$ cat src/rtl/irq_unit_pkg.sv
package irq_unit_pkg;

  // Next sequential address, wrapped to the program-counter width.
  function automatic int unsigned seq_addr(input int unsigned pc, input int unsigned w);
    int unsigned mask;
    mask = (w >= 32) ? 32'hFFFF_FFFF : ((32'd1 << w) - 32'd1);
    return (pc + 32'd1) & mask;
  endfunction

  // True when acknowledgement must wait for the end of an instruction chain.
  function automatic logic chain_blocks(input logic dx, input logic dl,
                                        input logic nx, input logic nl);
    return (dx & nx) | (dl & nl);
  endfunction

  // Saturating increment used by the low-level counter.
  function automatic int unsigned sat_inc(input int unsigned v, input int unsigned lim);
    return (v >= lim) ? lim : v + 32'd1;
  endfunction

endpackage

$ cat src/rtl/irq_pulse_qual.sv
module irq_pulse_qual #(
  parameter int MIN_LOW = 2
) (
  input  logic clk,
  input  logic rst_n,
  input  logic stb,
  input  logic pin,
  input  logic ack,
  output logic pending,
  output logic qual_evt
);
  import irq_unit_pkg::*;

  localparam int CNT_W = $clog2(MIN_LOW + 1);

  logic             armed;
  logic [CNT_W-1:0] low_cnt;
  logic [CNT_W-1:0] low_nxt;

  always_comb begin
    low_nxt  = CNT_W'(sat_inc(32'(low_cnt), 32'(MIN_LOW)));
    qual_evt = stb && !pin && armed && !pending && (32'(low_nxt) >= 32'(MIN_LOW));
  end

  always_ff @(posedge clk) begin
    if (!rst_n) begin
      armed   <= 1'b0;
      low_cnt <= '0;
      pending <= 1'b0;
    end else begin
      if (stb) begin
        if (pin) begin
          armed   <= 1'b1;
          low_cnt <= '0;
        end else if (pending || !armed) begin
          armed   <= 1'b0;
          low_cnt <= '0;
        end else if (qual_evt) begin
          armed   <= 1'b0;
          low_cnt <= '0;
        end else begin
          low_cnt <= low_nxt;
        end
      end
      if (qual_evt) begin
        pending <= 1'b1;
      end else if (ack) begin
        pending <= 1'b0;
      end
    end
  end

endmodule

$ cat src/rtl/irq_accept_ctl.sv
module irq_accept_ctl (
  input  logic clk,
  input  logic rst_n,
  input  logic stb,
  input  logic done,
  input  logic dx,
  input  logic dl,
  input  logic nx,
  input  logic nl,
  input  logic pending,
  input  logic en_set,
  input  logic en_clr,
  output logic ack,
  output logic en,
  output logic hold
);
  import irq_unit_pkg::*;

  always_comb begin
    hold = chain_blocks(dx, dl, nx, nl);
    ack  = stb && done && en && pending && !hold;
  end

  always_ff @(posedge clk) begin
    if (!rst_n) begin
      en <= 1'b0;
    end else if (ack || en_clr) begin
      en <= 1'b0;
    end else if (en_set) begin
      en <= 1'b1;
    end
  end

endmodule

$ cat src/rtl/irq_ret_stack.sv
module irq_ret_stack #(
  parameter int WORD_W = 11,
  parameter int DEPTH  = 3
) (
  input  logic              clk,
  input  logic              rst_n,
  input  logic              push,
  input  logic [WORD_W-1:0] push_word,
  input  logic              pop,
  output logic [WORD_W-1:0] top_word
);

  logic [WORD_W-1:0] ent [DEPTH];

  genvar gi;
  generate
    for (gi = 0; gi < DEPTH; gi++) begin : g_ent
      logic [WORD_W-1:0] from_above;
      logic [WORD_W-1:0] from_below;
      if (gi == 0) begin : g_top
        assign from_above = push_word;
      end else begin : g_mid
        assign from_above = ent[gi-1];
      end
      if (gi == DEPTH - 1) begin : g_bot
        assign from_below = ent[gi];
      end else begin : g_up
        assign from_below = ent[gi+1];
      end
      always_ff @(posedge clk) begin
        if (!rst_n) begin
          ent[gi] <= '0;
        end else if (push) begin
          ent[gi] <= from_above;
        end else if (pop) begin
          ent[gi] <= from_below;
        end
      end
    end
  endgenerate

  assign top_word = ent[0];

endmodule

$ cat src/rtl/irq_vector_unit.sv
module irq_vector_unit #(
  parameter int          PC_W    = 10,
  parameter int          DEPTH   = 3,
  parameter int          MIN_LOW = 2,
  parameter logic [PC_W-1:0] VECTOR = 10'h0FF
) (
  input  logic            clk,
  input  logic            rst_n,
  input  logic            cyc_stb,
  input  logic            irq_pin,
  input  logic            ien_set,
  input  logic            ien_clr,
  input  logic            instr_done,
  input  logic            done_xfer,
  input  logic            done_lbi,
  input  logic            nxt_xfer,
  input  logic            nxt_lbi,
  input  logic [PC_W-1:0] pc_in,
  input  logic            skip_pend,
  input  logic            push_req,
  input  logic [PC_W-1:0] push_pc,
  input  logic            pop_req,
  output logic            irq_ack,
  output logic [PC_W-1:0] vec_pc,
  output logic            int_en,
  output logic            irq_pending,
  output logic [PC_W-1:0] stk_pc,
  output logic            stk_skip
);
  import irq_unit_pkg::*;

  localparam int WORD_W = PC_W + 1;

  // Named internal events, observed by the checker.
  logic              qual_evt;
  logic              chain_hold;
  logic              push_any;
  logic              pop_eff;
  logic [PC_W-1:0]   ret_addr;
  logic [WORD_W-1:0] push_word;
  logic [WORD_W-1:0] top_word;

  irq_pulse_qual #(.MIN_LOW(MIN_LOW)) u_qual (
    .clk      (clk),
    .rst_n    (rst_n),
    .stb      (cyc_stb),
    .pin      (irq_pin),
    .ack      (irq_ack),
    .pending  (irq_pending),
    .qual_evt (qual_evt)
  );

  irq_accept_ctl u_ctl (
    .clk     (clk),
    .rst_n   (rst_n),
    .stb     (cyc_stb),
    .done    (instr_done),
    .dx      (done_xfer),
    .dl      (done_lbi),
    .nx      (nxt_xfer),
    .nl      (nxt_lbi),
    .pending (irq_pending),
    .en_set  (ien_set),
    .en_clr  (ien_clr),
    .ack     (irq_ack),
    .en      (int_en),
    .hold    (chain_hold)
  );

  always_comb begin
    ret_addr  = PC_W'(seq_addr(32'(pc_in), 32'(PC_W)));
    push_any  = irq_ack || push_req;
    pop_eff   = pop_req && !push_any;
    push_word = irq_ack ? {skip_pend, ret_addr} : {1'b0, push_pc};
  end

  irq_ret_stack #(.WORD_W(WORD_W), .DEPTH(DEPTH)) u_stack (
    .clk       (clk),
    .rst_n     (rst_n),
    .push      (push_any),
    .push_word (push_word),
    .pop       (pop_eff),
    .top_word  (top_word)
  );

  assign vec_pc   = VECTOR;
  assign stk_pc   = top_word[PC_W-1:0];
  assign stk_skip = top_word[PC_W];

endmodule

$ cat config.mk
export PLATFORM = sky130hd
export DESIGN_NAME = irq_vector_unit
export DESIGN_NICKNAME = d
export VERILOG_FILES = /design/src/rtl/irq_unit_pkg.sv /design/src/rtl/irq_pulse_qual.sv /design/src/rtl/irq_accept_ctl.sv /design/src/rtl/irq_ret_stack.sv /design/src/rtl/irq_vector_unit.sv
export SDC_FILE = /design/constraint.sdc
export NUM_CORES = 1
export LEC_CHECK = 0
export BUFFER_PORTS_ARGS = -buffer_cell sky130_fd_sc_hd__buf_4
export CAP_MARGIN = 20
export CORE_MARGIN = 1.5
export CORE_UTILIZATION = 55
export DETAILED_ROUTE_END_ITERATION = 8
export PLACE_DENSITY = 0.84
export SLEW_MARGIN = 10
export SYNTH_ARGS = -nofsm -noshare
export SYNTH_HDL_FRONTEND = slang
export SYNTH_SLANG_ARGS = --single-unit
$ cat constraint.sdc
create_clock -name clk -period 5.55 [get_ports clk]
set_clock_uncertainty 0.1 [all_clocks]
set_input_delay 0.2775 -clock clk [delete_from_list [all_inputs] [get_ports clk]]
set_output_delay 0.2775 -clock clk [all_outputs]
set_load 0.03 [all_outputs]
==> qor.csv <==
metric;value;unit
status;completed;
p_per_area;260;nW/um^2
power_frac_comb;0.150;
seq_area_frac_synth;0.554;
drtIter0Drc;78;
layout_commonest_cell;buf_4;
yosysTopAreaCell;edfxtp_1;
drive_above_1_share;0.337;
insertion_delay;0.34;ns
num_rows;21;
post_drt_wl_per_cell;16.6;um
drv_slew;0;
synth.distinct_cells;40;
grt.total_usage;0.218;
postRouteAntennaNets;0;
yosysWarningCount;0;
mostFrequentLayoutCells;buf_4, edfxtp_1, a22o_1;
overflow;0;
slew_headroom;0.630;
drv_cap;0;
dr.pass1.iters;4;
pre_cts_ws;3.12;ns
totalPowerFinal;0.619;mW
power_frac_clock;0.301;
grt_antenna_before_repair;0;
core;3390;um^2
p_sw;0.156;mW
internal_power;0.463;mW
cts_root_buf;clkbuf_4;
final.setup.tns;0;ns
synth_ff_type;edfxtp_1;
tightestPinTransition;0.554;ns
vdd_drop_max;0.218;mV
yosysTopAreaCellShare;0.503;
pwr-share-seq;0.549;
ys_seq_elements;38;
criticalPathCategory;flip-flop to flip-flop;
start_util;0.581;
grt_pass1_wl;6550;um
cp.arrival;2.32;ns
grt_max_degree;25;
hold_class;input pin to flip-flop;
placed_cells;238;
hold_buffers;1;
gp_congestion;0.776;
dpl.hpwl;2970;um
hold_viol;0;
layout_setup_ws;3.13;ns
ioPinCount;58;
cts_tree;built;
min_period;2.42;ns
avgSynthCellArea;12.9;um^2
critPathCaptureType;flip-flop;
p_leak;0.968;nW
routed_wl;4120;um
htreeDepth;2;
fmax;413;MHz
p_sw_frac;0.252;
drcViolationCount;0;
area_growth;21.1;%
die_x;62.8;um
worstSetupStartpointType;flip-flop;
async_flop_share;0;
instances_no_fill;248;
period_share;0.437;
syn-cell-area;1970;um^2
antennaDiodeCount;0;
dr_total_vias;1411;
setup_viol;0;
die_area;3950;um^2
synth_edf_count;33;
synth_area_leaders;edfxtp_1, a22o_1, dfxtp_1;
first_global_vias;1388;
final_nets;236;
cts.sinks;38;
cts.path.max_buffers;2;
post_drt_via_cell_ratio;5.69;
postCtsResizedCells;0;
path_clk_slew;0.11;ns
numPortBuffers;47;
worstPathMaxFanout;24;
required;5.45;ns
cts_buffers;5;
die_h;62.8;um
grt_setup_unrepaired;no;
syn_inst;153;
post_cts_buffers;0;
==> per-stage QoR <==
stage           util  hold WS [ns]  instance area [um^2]
2_1_floorplan      -         0.249                  2000
3_3_place_gp   0.674         0.343                  2280
3_5_place_dp   0.674         0.350                  2280
4_1_cts        0.700        0.0181                  2370
5_1_grt        0.703        0.0216                  2380
6_report       0.703        0.0304                  2380
==> per-layer routing <==
metal  share of wire  track usage  up-vias
li1                -            -      665
met3           0.047       0.0559        7
met4           0.012       0.0889        0
met5               0            0        -
met2            0.50        0.347       50
met1            0.44        0.286      689
==> worst max-delay path: stages, from the launching register on <==
cell	delay, ns
dfxtp_1	0.43
nand4_2	0.14
a221oi_4	0.19
buf_4	0.32
or3b_2	0.36
or2_2	0.51
==> Yosys cell counts, types with 2 or more instances <==
master and n:
nor2b_1 3, buf_6 5, a32o_1 6, o31ai_1 3, a22o_1 13, or2_2 5, dfxtp_1 5, nand3_1 9
xnor2_1 3, o2bb2ai_1 3, nor2_1 3, or4_1 2, edfxtp_1 33, or3_1 2, buf_4 10, o21ai_0 5
inv_1 2, and2_1 11, nand2_1 4, mux2i_1 5, conb_1 2
==> power by group through the flow <==
| stage | combinational [mW] | clock, mW | sequential, mW |
|---|---|---|---|
| 6_report | 0.0925 | 0.186 | 0.340 |
| 5_1_grt | 0.0986 | 0.203 | 0.342 |
| 3_5_place_dp | 0.0912 | 0 | 0.346 |
| 4_1_cts | 0.0920 | 0.188 | 0.340 |
| 2_1_floorplan | 0.0443 | 0 | 0.356 |
| 3_3_place_gp | 0.0886 | 0 | 0.346 |
==> cells by family after synthesis <==
family          count (synthesis)  synth area share
buf+inv                        19            0.0750
other cells                     2           0.00382
simple gates                   48             0.160
flops                          38             0.554
xor+xnor                        3            0.0134
mux                             5            0.0254
fa+ha+maj                       1           0.00636
compound gates                 37             0.162
==> path summary, 6_finish.rpt <==
path	slack, ns	startpoint	cells after the start	end
max	3.13	u_qual.pending	5	u_stack.ent[1][8]
min	0.03	cyc_stb	2	u_qual.low_cnt[1]
max reg2reg	3.13	u_qual.pending	5	u_stack.ent[1][8]
min reg2reg	0.39	u_qual.low_cnt[1]	2	u_qual.low_cnt[1]
==> registers in the layout, indices dropped and copies added (netlist names) <==
register and count:
u_stack.ent 33, u_qual.low_cnt 2, u_ctl.en 1, u_qual.armed 1
u_qual.pending 1
==> layout make-up <==
type                    count  area, um^2
well taps                  46        57.6
inverters                   2        7.51
flip-flops and latches     38        1090
clock buffers               5        37.5
clock inverters             3        40.0
fillers                   243        1010
repair buffers             50         382
multi-input cells         104         768
Power figures use the tool's default switching activity.
